==> src/rtl/bor_pkg.sv <==
package bor_pkg;
  typedef enum logic [1:0] {S_IDLE, S_WAIT, S_RECV} seq_t;
  typedef enum logic [1:0] {M_TAKE, M_NAK, M_STALL} mode_t;

  localparam logic [1:0] HS_ACK   = 2'd0;
  localparam logic [1:0] HS_NAK   = 2'd1;
  localparam logic [1:0] HS_STALL = 2'd2;

  localparam logic [2:0] EP_NONE  = 3'd0;
  localparam logic [2:0] EP_READY = 3'd1;
  localparam logic [2:0] EP_DATIN = 3'd2;
  localparam logic [2:0] EP_RXERR = 3'd3;
  localparam logic [2:0] EP_HALT  = 3'd4;
endpackage

==> src/rtl/bor_rxfifo.sv <==
module bor_rxfifo #(
  parameter int DEPTH = 128,
  parameter int DW = 8,
  localparam int AW = $clog2(DEPTH)
) (
  input  logic          clk,
  input  logic          rst,
  input  logic          wr_en,
  input  logic [DW-1:0] wr_data,
  input  logic          commit,
  input  logic          rewind,
  input  logic          rd_en,
  output logic          rd_valid,
  output logic [DW-1:0] rd_data,
  output logic [AW:0]   level,
  output logic [AW:0]   space
);
  localparam logic [AW:0] CAP = (AW+1)'(DEPTH);

  logic [DW-1:0] mem [DEPTH];
  logic [AW:0]   wr_ptr, cmt_ptr, rd_ptr;
  logic          rd_go;

  assign level = cmt_ptr - rd_ptr;
  assign space = CAP - level;
  assign rd_go = rd_en && (level != '0);

  always_ff @(posedge clk) begin
    if (rst) begin
      wr_ptr   <= '0;
      cmt_ptr  <= '0;
      rd_ptr   <= '0;
      rd_valid <= 1'b0;
    end else begin
      if (rewind)     wr_ptr <= cmt_ptr;
      else if (wr_en) wr_ptr <= wr_ptr + 1'b1;
      if (commit)     cmt_ptr <= wr_ptr;
      if (rd_go)      rd_ptr <= rd_ptr + 1'b1;
      rd_valid <= rd_go;
    end
  end

  // storage without reset so it maps onto block RAM
  always_ff @(posedge clk) begin
    if (wr_en) mem[wr_ptr[AW-1:0]] <= wr_data;
    if (rd_go) rd_data <= mem[rd_ptr[AW-1:0]];
  end

  p_no_overflow_r3: assert property (@(posedge clk) disable iff (rst)
    level <= CAP);

  p_write_room_r3: assert property (@(posedge clk) disable iff (rst)
    wr_en |-> ((wr_ptr - rd_ptr) < CAP));

  p_hidden_partial_r10: assert property (@(posedge clk) disable iff (rst)
    !commit |=> (level <= $past(level)));
endmodule

==> src/rtl/bor_ctrl.sv <==
module bor_ctrl
  import bor_pkg::*;
#(
  parameter int MAXPKT = 64,
  parameter int AW = 7,
  localparam int CW = $clog2(MAXPKT + 1)
) (
  input  logic          clk,
  input  logic          rst,
  input  logic          tok_valid,
  input  logic          tok_is_out,
  input  logic          tok_match,
  input  logic          tok_err,
  input  logic          cfg_bulk_out,
  input  logic          cfg_stall,
  input  logic [1:0]    cfg_max_sel,
  input  logic          toggle_clr,
  input  logic          pkt_start,
  input  logic          pkt_pid1,
  input  logic          pkt_valid,
  input  logic          pkt_end,
  input  logic          pkt_crc_ok,
  input  logic          data_ack,
  input  logic [AW:0]   fifo_space,
  output logic          wr_en,
  output logic          commit,
  output logic          rewind,
  output logic          hs_valid,
  output logic [1:0]    hs_code,
  output logic [2:0]    ep_status,
  output logic [CW-1:0] data_size,
  output logic          data_set,
  output logic          exp_toggle
);
  seq_t          state;
  mode_t         mode;
  logic          pid_q;
  logic          ovf;
  logic [CW-1:0] cnt;
  logic [CW-1:0] cur_max;
  logic [CW-1:0] lim;
  logic          accept;
  logic          end_evt;
  logic          good;
  logic          room_short;

  always_comb begin
    int unsigned raw;
    raw = 32'd8 << cfg_max_sel;
    lim = (raw > MAXPKT) ? CW'(MAXPKT) : CW'(raw);
  end

  assign room_short = int'(fifo_space) < int'(lim);
  assign accept  = tok_is_out && tok_match && !tok_err && cfg_bulk_out;
  assign end_evt = (state == S_RECV) && pkt_end;
  assign good    = end_evt && (mode == M_TAKE) && !ovf && pkt_crc_ok
                   && (pid_q == exp_toggle);
  assign wr_en   = (state == S_RECV) && pkt_valid && !pkt_end
                   && (mode == M_TAKE) && !ovf && (cnt < cur_max);
  assign commit  = good;
  assign rewind  = end_evt && !good;

  always_ff @(posedge clk) begin
    if (rst) begin
      state     <= S_IDLE;
      mode      <= M_TAKE;
      pid_q     <= 1'b0;
      ovf       <= 1'b0;
      cnt       <= '0;
      cur_max   <= '0;
      hs_valid  <= 1'b0;
      hs_code   <= HS_ACK;
      ep_status <= EP_NONE;
      data_size <= '0;
      data_set  <= 1'b0;
    end else begin
      hs_valid <= 1'b0;
      if (data_ack) data_set <= 1'b0;
      case (state)
        S_IDLE: begin
          if (tok_valid && accept) state <= S_WAIT;
        end
        S_WAIT: begin
          if (pkt_start) begin
            state   <= S_RECV;
            pid_q   <= pkt_pid1;
            cnt     <= '0;
            ovf     <= 1'b0;
            cur_max <= lim;
            if (cfg_stall)       mode <= M_STALL;
            else if (room_short) mode <= M_NAK;
            else                 mode <= M_TAKE;
          end
        end
        S_RECV: begin
          if (pkt_end) begin
            state <= S_IDLE;
            case (mode)
              M_STALL: begin
                hs_valid <= 1'b1;
                hs_code  <= HS_STALL;
              end
              M_NAK: begin
                hs_valid <= 1'b1;
                hs_code  <= HS_NAK;
              end
              default: begin
                if (ovf) begin
                  ep_status <= EP_HALT;
                end else if (!pkt_crc_ok) begin
                  ep_status <= EP_RXERR;
                end else if (pid_q != exp_toggle) begin
                  ep_status <= EP_RXERR;
                  hs_valid  <= 1'b1;
                  hs_code   <= HS_ACK;
                end else begin
                  hs_valid  <= 1'b1;
                  hs_code   <= HS_ACK;
                  data_size <= cnt;
                  data_set  <= 1'b1;
                  ep_status <= (ep_status == EP_RXERR || ep_status == EP_HALT)
                               ? EP_DATIN : EP_READY;
                end
              end
            endcase
          end else if (pkt_valid && (mode == M_TAKE) && !ovf) begin
            if (cnt == cur_max) ovf <= 1'b1;
            else                cnt <= cnt + 1'b1;
          end
        end
        default: state <= S_IDLE;
      endcase
    end
  end

  always_ff @(posedge clk) begin
    if (rst)             exp_toggle <= 1'b0;
    else if (toggle_clr) exp_toggle <= 1'b0;
    else if (good)       exp_toggle <= ~exp_toggle;
  end

  p_ignore_tok_r1: assert property (@(posedge clk) disable iff (rst)
    (state == S_IDLE && tok_valid && !accept) |=> (state == S_IDLE));

  p_stall_reply_r2: assert property (@(posedge clk) disable iff (rst)
    (end_evt && mode == M_STALL) |=> (hs_valid && hs_code == HS_STALL));

  p_ovf_silent_r4: assert property (@(posedge clk) disable iff (rst)
    (end_evt && mode == M_TAKE && ovf) |=> (!hs_valid && ep_status == EP_HALT));

  p_crc_silent_r5: assert property (@(posedge clk) disable iff (rst)
    (end_evt && mode == M_TAKE && !ovf && !pkt_crc_ok)
      |=> (!hs_valid && ep_status == EP_RXERR));

  p_retry_ack_r6: assert property (@(posedge clk) disable iff (rst)
    (end_evt && mode == M_TAKE && !ovf && pkt_crc_ok && pid_q != exp_toggle && !toggle_clr)
      |=> (hs_valid && hs_code == HS_ACK && $stable(exp_toggle)));

  p_good_flag_r7: assert property (@(posedge clk) disable iff (rst)
    good |=> (data_set && hs_valid && hs_code == HS_ACK));

  p_toggle_clr_r9: assert property (@(posedge clk) disable iff (rst)
    toggle_clr |=> !exp_toggle);
endmodule

==> src/rtl/bulk_out_rx.sv <==
module bulk_out_rx #(
  parameter int DEPTH = 128,
  parameter int MAXPKT = 64,
  localparam int AW = $clog2(DEPTH),
  localparam int CW = $clog2(MAXPKT + 1)
) (
  input  logic          clk,
  input  logic          rst,
  input  logic          tok_valid,
  input  logic          tok_is_out,
  input  logic          tok_match,
  input  logic          tok_err,
  input  logic          cfg_bulk_out,
  input  logic          cfg_stall,
  input  logic [1:0]    cfg_max_sel,
  input  logic          toggle_clr,
  input  logic          pkt_start,
  input  logic          pkt_pid1,
  input  logic          pkt_valid,
  input  logic [7:0]    pkt_byte,
  input  logic          pkt_end,
  input  logic          pkt_crc_ok,
  input  logic          data_ack,
  input  logic          rd_en,
  output logic          hs_valid,
  output logic [1:0]    hs_code,
  output logic [2:0]    ep_status,
  output logic [CW-1:0] data_size,
  output logic          data_set,
  output logic          exp_toggle,
  output logic          rd_valid,
  output logic [7:0]    rd_data,
  output logic [AW:0]   rd_level
);
  logic        wr_en, commit, rewind;
  logic [AW:0] space;

  bor_ctrl #(.MAXPKT(MAXPKT), .AW(AW)) u_ctrl (
    .clk(clk), .rst(rst),
    .tok_valid(tok_valid), .tok_is_out(tok_is_out), .tok_match(tok_match),
    .tok_err(tok_err), .cfg_bulk_out(cfg_bulk_out), .cfg_stall(cfg_stall),
    .cfg_max_sel(cfg_max_sel), .toggle_clr(toggle_clr),
    .pkt_start(pkt_start), .pkt_pid1(pkt_pid1), .pkt_valid(pkt_valid),
    .pkt_end(pkt_end), .pkt_crc_ok(pkt_crc_ok), .data_ack(data_ack),
    .fifo_space(space), .wr_en(wr_en), .commit(commit), .rewind(rewind),
    .hs_valid(hs_valid), .hs_code(hs_code), .ep_status(ep_status),
    .data_size(data_size), .data_set(data_set), .exp_toggle(exp_toggle)
  );

  bor_rxfifo #(.DEPTH(DEPTH), .DW(8)) u_fifo (
    .clk(clk), .rst(rst),
    .wr_en(wr_en), .wr_data(pkt_byte), .commit(commit), .rewind(rewind),
    .rd_en(rd_en), .rd_valid(rd_valid), .rd_data(rd_data),
    .level(rd_level), .space(space)
  );
endmodule

==> config.mk <==
export PLATFORM = sky130hd
export DESIGN_NAME = bulk_out_rx
export DESIGN_NICKNAME = d
export VERILOG_FILES = /design/src/rtl/bor_pkg.sv /design/src/rtl/bor_rxfifo.sv /design/src/rtl/bor_ctrl.sv /design/src/rtl/bulk_out_rx.sv
export SDC_FILE = /design/constraint.sdc
export NUM_CORES = 1
export LEC_CHECK = 0
export CAP_MARGIN = 25
export CORE_UTILIZATION = 59
export CTS_BUF_LIST = sky130_fd_sc_hd__clkbuf_8 sky130_fd_sc_hd__clkbuf_16
export DETAILED_ROUTE_END_ITERATION = 12
export DONT_BUFFER_PORTS = 1
export PLACE_DENSITY_LB_ADDON = 0.2
export SYNTH_ARGS = -nofsm -noshare
export SYNTH_HDL_FRONTEND = slang
export SYNTH_SLANG_ARGS = --single-unit
==> constraint.sdc <==
create_clock -name clk -period 6.87 [get_ports clk]
set_input_delay 0.687 -clock clk [delete_from_list [all_inputs] [get_ports clk]]
set_output_delay 0.687 -clock clk [all_outputs]
set_load 0.05 [all_outputs]
==> results of run 1 <==
[area by class of cell]
class	instances	area, µm²	area share [%]
antenna	1	2.502	0.005235
clock buffer	109	2728	5.706
clock inverter	90	1047	2.191
inverter	25	95.09	0.1989
multi-input combinational	910	10240	21.42
sequential	1089	32140	67.23
tap	950	1189	2.487
timing repair buffer	42	360.3	0.7538
[metal layers]
layer,track usage (%),routed length [µm],up-vias
li1,-,-,8872
met1,38.17,38290,11200
met2,44.00,48830,1072
met3,5.942,9072,182
met4,9.196,2979,2
met5,0,13,-
[flip-flops by register name (all words and copies together) (netlist names), 3 cells and up]
name	flops
u_fifo.mem	1024
u_ctrl.cnt	7
u_ctrl.cur_max	4
u_fifo.rd_ptr	8
u_fifo.cmt_ptr	8
u_fifo.rd_data	8
u_ctrl.ep_status	3
u_fifo.wr_ptr	8
u_ctrl.data_size	7
[stage by stage]
stage / utilization, % / instance area, µm² / hold slack, ps
global placement: 61.12 / 43920 / 444.8
floorplan: - / 43050 / 425.7
CTS: 66.47 / 47760 / 63.37
global route: 66.52 / 47800 / 80.58
detailed placement: 61.21 / 43980 / 452.6
finish: 66.53 / 47800 / 91.15
[kinds of logic after synthesis]
kind of cell,after synthesis,synth area share (%)
AO/OA/AOI/OAI,144,2.264
XOR/XNOR,18,0.3837
adder cells (fa/ha/maj),23,0.6860
buffers and inverters,142,1.605
flip-flops,1089,74.64
multiplexers,351,16.48
AND/OR/NAND/NOR,374,3.936
[power by group]
part,switching [mW],total [mW],internal [mW],leakage (nW)
combinational,0.676,1.31,0.639,3.27
clock,2.47,6.21,3.75,1.89
sequential,0.0850,7.36,7.27,9.74
[how the worst min path moves through the flow]
stage | start | to | cells past startpoint
2_1_floorplan | u_ctrl.state[1] | u_ctrl.state[0] | 1
3_3_place_gp | u_ctrl.state[1] | u_ctrl.state[0] | 1
3_5_place_dp | u_ctrl.cur_max[5] | u_ctrl.cur_max[5] | 2
4_1_cts | rst | u_fifo.rd_ptr[2] | 1
5_1_grt | rst | u_ctrl.cur_max[4] | 1
6_report | rst | u_ctrl.hs_code[0] | 1
[cells in the mapped netlist (9+ instances only)]
master	instances
edfxtp_1	1032
buf_4	16
a211oi_1	11
nor3_1	32
nand2_1	66
mux2i_1	63
nand3_1	25
or3_1	9
mux4_2	286
a21oi_1	40
o21ai_0	17
nor2_1	181
xor2_1	11
o22ai_1	11
dfxtp_1	57
nand4_1	9
clkbuf_1	55
inv_1	23
ha_1	22
buf_2	30
[worst register-to-register path, cell delays in order, from the launching register on]
cell and delay (ps):
dfxtp_1 830, inv_1 640, ha_1 540, nor2b_1 180, a221oi_2 310, o211ai_2 370
or4_4 680, o31ai_4 680, inv_1 360
==> impl_summary.txt, run 1 <==
----------------------------------------------------
[Die]
  Floorplan die width ... ~270 µm
  FP Rows ... 98
  Die Height ... 272.1 µm
  Core area ... 0.07185 mm²
  Overall die area ... 0.07404 mm²
  Number of ports placed on the die boundary ... 58
  Effective utilization at floorplan ... about three fifths

[Setup path]
  Worst Setup EP ... u_fifo.rd_data[1]
  CP most frequent cell ... inv_1
  Critical path data arrival time ... 5240 ps
  Worst setup SP type ... register
  Required time of the critical path ... 7210 ps
  Endpoint type of the worst setup path ... register
  Setup slack, reg-to-reg ... 1960 ps
  Number of gates on the worst path with buffers counted ... 8
  Worst Path Max Fanout ... 21
  Crit-path cells ... inv_1 -> ha_1 -> nor2b_1 -> a221oi_2 -> o211ai_2 -> or4_4 -> o31ai_4 -> inv_1
  Kind of cell adding the most delay to the critical path ... compound AO/OA/AOI/OAI gates
  Path depth of the worst reg2reg path ... 8
  Crit path largest cell delay ... about 830 ps
  Highest-delay cell along the critical path ... dfxtp_1
  Critical path launch point ... u_fifo.rd_ptr[4]
  Critical path buffers and inverters ... 2
  Worst R2R Start ... u_fifo.rd_ptr[4]
  Reg-to-reg endpoint ... u_fifo.rd_data[1]
  WS Path Type ... reg -> reg

[Logic synthesis]
  #FFs+latches synth ... 1089
  Syn avg cell area ... 20.11 µm²
  Number of distinct library cells after synthesis ... 73
  Mapped Nets ... 2190
  Proportion of synthesized flip-flops having asynchronous set or reset ... 0%
  Gate count after technology mapping ... 2141
  Cell taking the most area after synthesis ... edfxtp_1
  Post-Syn Area ... ~0.043 mm²
  Number of synthesized flops with an enable pin ... ~1000
  Warnings, synthesis ... 0
  Fraction of synthesized cell area taken by the top area cell type ... 71.99%
  Largest cells by area after synthesis ... edfxtp_1, mux4_2, dfxtp_1, nor2_1, mux2i_1
  Ys flop type ... edfxtp_1
  Sequential cell area fraction in the yosys report ... 74.64%

[Clock tree]
  Clock sink count ... 1089
  Total of hold buffers inserted after clock tree synthesis ... 0
  Resize count post-CTS ... 0
  Worst-case clock buffer depth ... 3
  Register clock-pin slew on the reported worst setup and hold paths ... 60 ps
  Clock Tree Root ... clkbuf_16
  Number of buffers created by CTS ... 107
  CTS tree ... done
  Htree depth ... 3
  Post-CTS setup repair buffer count ... 0
  Clock latency of the later-clocked register in the worst-skew pair ... 660 ps

[Timing]
  Layout Skew ... 20.33 ps
  Least setup slack across all paths after layout ... slightly below 2000 ps
  Relative slew slack ... 25.63%
  Count of endpoints failing hold in the final timing report ... 0
  Post-layout minimum cycle time ... slightly below 5000 ps
  Slew Limit Fails ... 0
  Maximum operating frequency ... 203.8 MHz
  Worst Tran Pin Value ... 1111 ps
  Fraction of the cycle the final worst path needs ... between 70% and 80%
  Final-report setup violation count ... 0
  Setup total negative slack ... 0 ps
  RSZ-0062 raised after global routing ... no

[Power and ir drop]
  PnR Total Power ... 14.88 mW
  Standby leakage power ... 14.90 nW
  Cell area power density ... ~310 mW/mm²
  Worst-case vdd ir drop ... 259.6 µV

[Min path]
  Path type of the worst min-delay path ... in -> reg

[Cells and area]
  Commonest cells after routing, fill and taps aside ... edfxtp_1, mux4_2, nor2_1, clkbuf_16, nand2_1
  Fraction of layout cells with a size suffix above 1 ... 23.18%
  Layout Cells excl Fill ... 3216
  Post-synthesis to final-layout area growth ... 11.05%
  Filler Cells Inserted ... 4581
  Leading cell type in the layout, fill and taps excluded ... edfxtp_1
  Nets@finish ... 2224

[Job]
  Number of maximum-capacitance violations ... 0

[Routing]
  Overall routed net length ... 99190 µm
  1st-pass router iterations ... 6
  Via-per-instance ratio ... 6.632
  Number of nets with antenna violations after detailed routing ... 0
  Avg WL per Cell ... 30.84 µm
  Via count ... 21330
  Drt first-iter violations ... 2688
  Number of design rule violations left after detail routing ... 0

[Placement]
  Routability-driven placement congestion ratio ... 0.9099
  Setup WS pre-CTS ... between 2000 and 2500 ps
  Post-DP HPWL ... 56450 µm
  Post-placement cell count ... 3013
  Quantity of I/O buffers inserted on ports ... 0

[Run status]
  Result of the run ... finished, final reports clean

[Global route]
  GRT Overall Usage ... 27.50%
  Global-route wire length before repair ... 146800 µm
  Largest net degree at the start of global routing ... 129
  Global-route congestion overflow total ... 0
  Initial antenna violation count ... 1
  Number of global-route vias before repair ... 21650

----------------------------------------------------
Note: power is estimated with default switching activity, not from simulation.
==> run 2: changes to the inputs <==
--- a/config.mk
+++ b/config.mk
@@ -6,7 +6,7 @@
 export NUM_CORES = 1
 export LEC_CHECK = 0
 export CAP_MARGIN = 25
-export CORE_UTILIZATION = 59
+export CORE_UTILIZATION = 57
 export CTS_BUF_LIST = sky130_fd_sc_hd__clkbuf_8 sky130_fd_sc_hd__clkbuf_16
 export DETAILED_ROUTE_END_ITERATION = 12
 export DONT_BUFFER_PORTS = 1
==> constraint.sdc (replaced) <==
create_clock -name clk -period 4 [get_ports clk]
set_input_delay 0.4 -clock clk [delete_from_list [all_inputs] [get_ports clk]]
set_output_delay 0.4 -clock clk [all_outputs]
set_load 0.05 [all_outputs]
==> run 2 against run 1 <==
Critical path depth unchanged; clock skew up 9.4 ps; clock power up 66%; register-to-register slack worse by 1500 ps; combinational power up 95%; final cell count up 5.1%; sequential cell count unchanged; critical endpoint is now u_fifo.rd_data[5]; highest routed layer is now met4.
==> impl_summary.txt, run 2 (synthesized netlist as in run 1, its figures left out) <==
----------------------------------------------------
[Cells and area]
  Leading cell type in the layout, fill and taps excluded ... edfxtp_1 (unchanged)
  Flip-flop and latch area ... 0.03214 mm² (unchanged)
  Non-Filler Cell Area, Final ... 0.04905 mm² (was 0.04780 mm²)
  Commonest cells after routing, fill and taps aside ... edfxtp_1, mux4_2, nor2_1, buf_4, clkbuf_16 (was edfxtp_1, mux4_2, nor2_1, clkbuf_16, nand2_1)
  Nets@finish ... 2372 (was 2224)
  Filler Cells Inserted ... 4843 (was 4581)
  Number of antenna diodes ... 0 (was 1)
  Area of combinational cells with multiple inputs ... 0.01026 mm² (was 0.01024 mm²)
  Fraction of layout cells with a size suffix above 1 ... 27.13% (was 23.18%)
  Post-synthesis to final-layout area growth ... 13.96% (was 11.05%)
  Layout Cells excl Fill ... 3380 (was 3216)
  Number of flip-flops in the largest register ... 1024 (unchanged)

[Global route]
  Number of global-route vias before repair ... 21930 (was 21650)
  Global-route congestion overflow total ... 0 (unchanged)
  Initial antenna violation count ... 1 (unchanged)
  GRT Overall Usage ... 26.47% (was 27.50%)
  Largest net degree at the start of global routing ... 129 (unchanged)
  Global-route wire length before repair ... 147400 µm (was 146800 µm)

[Clock tree]
  Register clock-pin slew on the reported worst setup and hold paths ... 60 ps (about the same)
  Post-CTS setup repair buffer count ... 0 (unchanged)
  CTS tree ... done (unchanged)
  Number of buffers created by CTS ... 109 (was 107)
  Clock sink count ... 1089 (unchanged)
  Resize count post-CTS ... 0 (unchanged)
  Worst-case clock buffer depth ... 3 (unchanged)
  Clock latency of the later-clocked register in the worst-skew pair ... 680 ps (was 660 ps)
  Htree depth ... 3 (unchanged)
  Clock Tree Root ... clkbuf_16 (unchanged)

[Timing]
  Layout Skew ... 29.77 ps (was 20.33 ps)
  Post-layout minimum cycle time ... 3546 ps (was 4906 ps)
  Relative slew slack ... 32.39% (was 25.63%)
  Count of endpoints failing hold in the final timing report ... 0 (unchanged)
  Slew Limit Fails ... 0 (unchanged)
  Worst Tran Pin Value ... 988.6 ps (was 1111 ps)
  Maximum operating frequency ... 282.0 MHz (was 203.8 MHz)
  Fraction of the cycle the final worst path needs ... 88.65% (was 71.42%)
  Setup total negative slack ... 0 ps (unchanged)
  RSZ-0062 raised after global routing ... no (unchanged)
  Final-report setup violation count ... 0 (unchanged)

[Routing]
  Number of nets with antenna violations after detailed routing ... 0 (unchanged)
  Overall routed net length ... 99580 µm (was 99190 µm)
  1st-pass router iterations ... 7 (was 6)
  Avg WL per Cell ... 29.46 µm (was 30.84 µm)
  Via count ... 21730 (was 21330)
  Drt first-iter violations ... 2740 (was 2688)
  Number of design rule violations left after detail routing ... 0 (unchanged)
  Met3 Routed Length ... 8936 µm (was 9072 µm)
  Routed length on met2 ... 48350 µm (was 48830 µm)
  Post-Route M1 WL ... 39460 µm (was 38290 µm)
  Via-per-instance ratio ... 6.428 (was 6.632)
  Uppermost layer routed ... met4 (was met5)

[Setup path]
  Endpoint type of the worst setup path ... register (unchanged)
  Crit path largest cell delay ... 760 ps (was 830 ps)
  Worst setup SP type ... register (unchanged)
  Highest-delay cell along the critical path ... o31ai_4 (was dfxtp_1)
  WS Path Type ... reg -> reg (unchanged)
  Worst Path Max Fanout ... 15 (was 21)
  Path depth of the worst reg2reg path ... 8 (unchanged)
  Setup slack, reg-to-reg ... 450 ps (was 1960 ps)
  Required time of the critical path ... 4360 ps (was 7210 ps)
  Reg-to-reg endpoint ... u_fifo.rd_data[5] (was u_fifo.rd_data[1])
  Worst R2R Start ... u_fifo.rd_ptr[3] (was u_fifo.rd_ptr[4])
  Critical path data arrival time ... 3910 ps (was 5240 ps)
  Crit-path cells ... clkinv_2 -> ha_1 -> a21o_1 -> or4_1 -> o22ai_1 -> xnor2_2 -> o31ai_4 -> inv_1 (was inv_1 -> ha_1 -> nor2b_1 -> a221oi_2 -> o211ai_2 -> or4_4 -> o31ai_4 -> inv_1)

[Die]
  Core area ... 0.07457 mm² (was 0.07185 mm²)
  Number of ports placed on the die boundary ... 58 (unchanged)
  Overall die area ... 0.07662 mm² (was 0.07404 mm²)
  Effective utilization at floorplan ... 57.72% (was 59.91%)
  Floorplan die width ... 276.8 µm (was 272.1 µm)
  FP Rows ... 100 (was 98)
  Die Height ... 276.8 µm (was 272.1 µm)

[Placement]
  Quantity of I/O buffers inserted on ports ... 0 (unchanged)
  Routability-driven placement congestion ratio ... 0.8828 (was 0.9099)
  Post-placement cell count ... 3159 (was 3013)
  Cell area reported after detailed placement ... 0.04505 mm² (was 0.04398 mm²)
  Post-DP HPWL ... 58770 µm (was 56450 µm)

[Run status]
  Result of the run ... finished, final reports clean (unchanged)

[Min path]
  Path type of the worst min-delay path ... in -> reg (unchanged)
  Hold Path Origin ... pkt_crc_ok (was rst)
  Worst hold path depth ... 3 (was 1)
  Hold worst-path end ... u_ctrl.hs_code[0] (unchanged)

[Power and ir drop]
  Standby leakage power ... 15.69 nW (was 14.90 nW)
  Worst-case vdd ir drop ... 356.2 µV (was 259.6 µV)
  PnR Total Power ... 25.43 mW (was 14.88 mW)
  Cell area power density ... 518.3 mW/mm² (was 311.3 mW/mm²)

[Job]
  Number of maximum-capacitance violations ... 0 (unchanged)

----------------------------------------------------
[run 2: cell types whose count changed in the layout (fill, tap and decap cells not counted), moves of 3 or more]
cell           previous run  this run
dlygate4sd3_1             0        13
buf_16                    1         8
bufinv_16                23        16
buf_2                     5         0
clkinv_1                 21        24
inv_6                     4         1
buf_4                    32       158
buf_12                    3         9
clkinv_4                  3         0
inv_1                    33        37
[run 2: how the worst max path moves through the flow]
stage,from,endpoint,slack (ps),depth (start not counted)
4_1_cts,u_fifo.rd_ptr[3],u_fifo.rd_data[5],490,8
5_1_grt,u_fifo.rd_ptr[3],u_fifo.rd_data[5],250,8
6_report,u_fifo.rd_ptr[3],u_fifo.rd_data[5],450,8
2_1_floorplan,u_fifo.rd_ptr[1],u_ctrl.mode[0],10,15
3_5_place_dp,u_fifo.rd_ptr[3],u_fifo.rd_data[4],520,8
3_3_place_gp,u_fifo.rd_ptr[3],u_fifo.rd_data[0],560,8
[run 2: power breakdown]
part           internal (mW)  switching, mW  total [mW]
clock network           6.07           4.22        10.3
logic                   1.16           1.38        2.55
registers               12.5         0.0966        12.6
total                   19.7           5.70        25.4
[run 2: per-stage QoR]
step | setup WS, ps | util (%) | hold WS [ps]
final | 454.1 | 65.78 | 21.10
after global routing | 254.5 | 65.78 | 35.02
after CTS | 493.9 | 65.78 | 0.4102
after detailed placement | 515.7 | 60.41 | 448.8
after global placement | 558.9 | 60.41 | 444.5
after floorplan | 9.726 | - | 425.7
[run 2: worst max-delay path: cells and delay by family, from the launching register on]
kind            cells  cell delay, ps
simple gates        1             410
buf+inv             2             440
xor+xnor            1             330
compound gates      3            1290
flops               1             360
fa+ha+maj           1             400
[run 2: area by class of cell]
| type | count | area share (%) |
|---|---|---|
| Clock buffer | 112 | 5.690 |
| Clock inverter | 87 | 1.719 |
| Inverter | 25 | 0.1938 |
| Tap cell | 969 | 2.472 |
| Multi-Input combinational cell | 910 | 20.91 |
| Sequential cell | 1089 | 65.52 |
| Timing Repair Buffer | 188 | 3.499 |
[run 2: metal layers]
layer	global-route usage, %	up-vias
met5	0	-
met3	5.526	179
met1	37.28	11370
met2	42.09	1021
li1	-	9156
met4	8.305	0
[run 2: what timing repair did]
item	CTS	global route
endpoints found under the hold margin	1075	0
hold buffers	22	0
setup endpoints to repair	0	0
==> run 3: changes to the inputs <==
--- a/config.mk
+++ b/config.mk
@@ -10,7 +10,8 @@
 export CTS_BUF_LIST = sky130_fd_sc_hd__clkbuf_8 sky130_fd_sc_hd__clkbuf_16
 export DETAILED_ROUTE_END_ITERATION = 12
 export DONT_BUFFER_PORTS = 1
-export PLACE_DENSITY_LB_ADDON = 0.2
+export HOLD_SLACK_MARGIN = 0.03
+export PLACE_DENSITY = 0.75
 export SYNTH_ARGS = -nofsm -noshare
 export SYNTH_HDL_FRONTEND = slang
 export SYNTH_SLANG_ARGS = --single-unit
==> run 3 against run 2 <==
Design area shrank 0.40%; setup slack got worse by 97 ps; critical endpoint is now u_fifo.mem[47][1]; routed wire length up 2.5%; non-clock buffer count is 7 lower; clock power barely moved; sequential cell count did not move; largest power group unchanged; critical path depth decreased by 1; die area did not move.
==> impl_summary.txt, run 3 (synthesized netlist as in run 1, its figures left out) <==
----------------------------------------------------
[Clock tree]
  Clock sink count ... 1089 (unchanged)
  Clock latency of the later-clocked register in the worst-skew pair ... 670 ps (was 680 ps)
  Worst-case clock buffer depth ... 3 (unchanged)
  Register clock-pin slew on the reported worst setup and hold paths ... 60 ps (about the same)
  Clock Tree Root ... clkbuf_16 (unchanged)
  CTS tree ... done (unchanged)
  Resize count post-CTS ... 0 (unchanged)
  Htree depth ... 3 (unchanged)
  Number of buffers created by CTS ... 104 (was 109)

[Setup path]
  Worst setup SP type ... register (unchanged)
  Endpoint type of the worst setup path ... register (unchanged)
  Crit-path cells ... ha_1 -> o21a_1 -> o21a_1 -> o21ai_0 -> and2_1 -> nand3_1 -> nor2_1 (was clkinv_2 -> ha_1 -> a21o_1 -> or4_1 -> o22ai_1 -> xnor2_2 -> o31ai_4 -> inv_1)
  Path depth of the worst reg2reg path ... 7 (was 8)
  Worst R2R Start ... u_ctrl.cnt[3] (was u_fifo.rd_ptr[3])
  Setup slack, reg-to-reg ... 360 ps (was 450 ps)
  CP most frequent cell ... o21a_1
  Highest-delay cell along the critical path ... and2_1 (was o31ai_4)
  Critical path buffers and inverters ... 0 (was 2)
  Worst Path Max Fanout ... 10 (was 15)
  Crit path largest cell delay ... 670 ps (was 760 ps)
  Reg-to-reg endpoint ... u_fifo.mem[47][1] (was u_fifo.rd_data[5])
  Required time of the critical path ... 4300 ps (was 4360 ps)
  WS Path Type ... reg -> reg (unchanged)
  Number of gates on the worst path with buffers counted ... 7 (was 8)
  Critical path data arrival time ... 3950 ps (was 3910 ps)
  Kind of cell adding the most delay to the critical path ... simple AND/OR/NAND/NOR gates (was compound AO/OA/AOI/OAI gates)

[Timing]
  Worst hold slack after final layout ... 50.71 ps (was 21.10 ps)
  Post-layout minimum cycle time ... 3643 ps (was 3546 ps)
  Setup total negative slack ... 0 ps (unchanged)
  Maximum operating frequency ... 274.5 MHz (was 282.0 MHz)
  Relative slew slack ... 26.05% (was 32.39%)
  Count of endpoints failing hold in the final timing report ... 0 (unchanged)
  Fraction of the cycle the final worst path needs ... 91.08% (was 88.65%)
  Layout Skew ... 31.96 ps (was 29.77 ps)
  Final-report setup violation count ... 0 (unchanged)
  Worst Tran Pin Value ... 1106 ps (was 988.6 ps)
  Slew Limit Fails ... 0 (unchanged)
  RSZ-0062 raised after global routing ... no (unchanged)

[Power and ir drop]
  Combinational fraction of design power ... 10.0% (about the same)
  Sw frac ... 22.89% (was 22.42%)
  Worst-case vdd ir drop ... 409.2 µV (was 356.2 µV)
  Fraction of power consumed by sequential logic ... 50.1% (was 49.5%)
  Switching power of the nets ... 5.759 mW (was 5.700 mW)
  Design internal power ... 19.40 mW (was 19.73 mW)
  PnR Total Power ... 25.16 mW (was 25.43 mW)
  Cell area power density ... 514.9 mW/mm² (was 518.3 mW/mm²)
  Standby leakage power ... 15.55 nW (was 15.69 nW)
  Clk network pwr share ... 39.9% (was 40.5%)

[Die]
  Die Height ... 276.8 µm (unchanged)
  FP Rows ... 100 (unchanged)
  Floorplan die width ... 276.8 µm (unchanged)
  Effective utilization at floorplan ... 57.72% (unchanged)
  Overall die area ... 0.07662 mm² (unchanged)
  Core area ... 0.07457 mm² (unchanged)
  Number of ports placed on the die boundary ... 58 (unchanged)

[Routing]
  Number of design rule violations left after detail routing ... 0 (unchanged)
  Drt first-iter violations ... 2785 (was 2740)
  Overall routed net length ... 102000 µm (was 99580 µm)
  Via-per-instance ratio ... 6.578 (was 6.428)
  Via count ... 22180 (was 21730)
  1st-pass router iterations ... 7 (unchanged)
  Number of nets with antenna violations after detailed routing ... 0 (unchanged)
  Avg WL per Cell ... 30.26 µm (was 29.46 µm)

[Global route]
  Largest net degree at the start of global routing ... 129 (unchanged)
  Global-route congestion overflow total ... 0 (unchanged)
  Initial antenna violation count ... 1 (unchanged)
  Number of global-route vias before repair ... 22730 (was 21930)
  Global-route wire length before repair ... 150500 µm (was 147400 µm)
  GRT Overall Usage ... 26.96% (was 26.47%)

[Placement]
  Cell area reported after detailed placement ... 0.04496 mm² (was 0.04505 mm²)
  Post-DP HPWL ... 59630 µm (was 58770 µm)
  Quantity of I/O buffers inserted on ports ... 0 (unchanged)
  Routability-driven placement congestion ratio ... 0.9343 (was 0.8828)
  Post-placement cell count ... 3152 (was 3159)

[Cells and area]
  Non-Filler Cell Area, Final ... 0.04886 mm² (was 0.04905 mm²)
  Nets@finish ... 2360 (was 2372)
  Leading cell type in the layout, fill and taps excluded ... edfxtp_1 (unchanged)
  Post-synthesis to final-layout area growth ... 13.51% (was 13.96%)
  Number of flip-flops in the largest register ... 1024 (unchanged)
  Layout Cells excl Fill ... 3372 (was 3380)
  Number of antenna diodes ... 0 (unchanged)
  Fraction of layout cells with a size suffix above 1 ... 27.17% (was 27.13%)
  Commonest cells after routing, fill and taps aside ... edfxtp_1, mux4_2, nor2_1, buf_4, clkbuf_16 (unchanged)

[Min path]
  Hold worst-path end ... u_ctrl.cur_max[4] (was u_ctrl.hs_code[0])
  Path type of the worst min-delay path ... in -> reg (unchanged)
  Worst hold path depth ... 3 (unchanged)
  Hold Path Origin ... cfg_max_sel[1] (was pkt_crc_ok)

[Job]
  Number of maximum-capacitance violations ... 0 (unchanged)

[Run status]
  Result of the run ... finished, final reports clean (unchanged)

----------------------------------------------------
## run 3: cell types whose count changed in the layout (fill, tap and decap cells not counted), moves of 3 or more
cell	before	now
clkinvlp_4	6	13
clkbuf_16	111	106
buf_4	158	154
clkinv_1	24	20
buf_12	9	6
bufinv_16	16	13
clkinv_4	0	3
inv_6	1	4
## run 3: worst max-delay path by stage
stage,from,to
after floorplan,u_fifo.rd_ptr[1],u_ctrl.mode[0]
after global placement,u_ctrl.cur_max[3],u_fifo.mem[47][1]
after detailed placement,u_ctrl.cnt[3],u_fifo.mem[47][2]
after CTS,u_fifo.rd_ptr[0],u_fifo.rd_ptr[1]
after global routing,u_ctrl.cnt[3],u_fifo.mem[70][1]
final,u_ctrl.cnt[3],u_fifo.mem[47][1]
## run 3: power groups by stage
| stage | combinational, mW | clock [mW] | sequential (mW) |
|---|---|---|---|
| 2_1_floorplan | 1.81 | 0 | 12.8 |
| 3_3_place_gp | 2.30 | 0 | 12.8 |
| 3_5_place_dp | 2.32 | 0 | 12.8 |
| 4_1_cts | 2.55 | 10.1 | 12.6 |
| 5_1_grt | 2.65 | 10.6 | 12.6 |
| 6_report | 2.53 | 10.0 | 12.6 |
## run 3: repair_timing
action | in CTS | in global routing
buffers inserted | 0 | 0
hold buffers | 22 | 0
hold endpoints to repair | 1075 | 0
## run 3: routing by layer
layer	GRT usage (%)	up-vias	share of wire [%]
met2	42.66	1290	48
met4	11.79	4	4.4
li1	-	9121	-
met3	6.901	286	10
met1	35.69	11480	37
met5	1.126	-	0.14
## run 3: area by class of cell
type	instances	area [µm²]
clock buffer	109	2694
clock inverter	89	834.6
fill	4748	25710
inverter	25	95.09
multi-input combinational	910	10260
sequential	1089	32140
tap	969	1212
timing repair buffer	181	1627
## run 3: through the flow
stage | utilization [%] | setup slack (ps)
2_1_floorplan | - | 9.726
3_3_place_gp | 60.29 | 513.4
3_5_place_dp | 60.29 | 437.3
4_1_cts | 65.52 | 378.7
5_1_grt | 65.52 | 184.0
6_report | 65.52 | 356.7
## run 3: tightest hold or removal path: stages
cell      delay, ps
nand2b_1        100
or2_2           110
a21oi_1          50
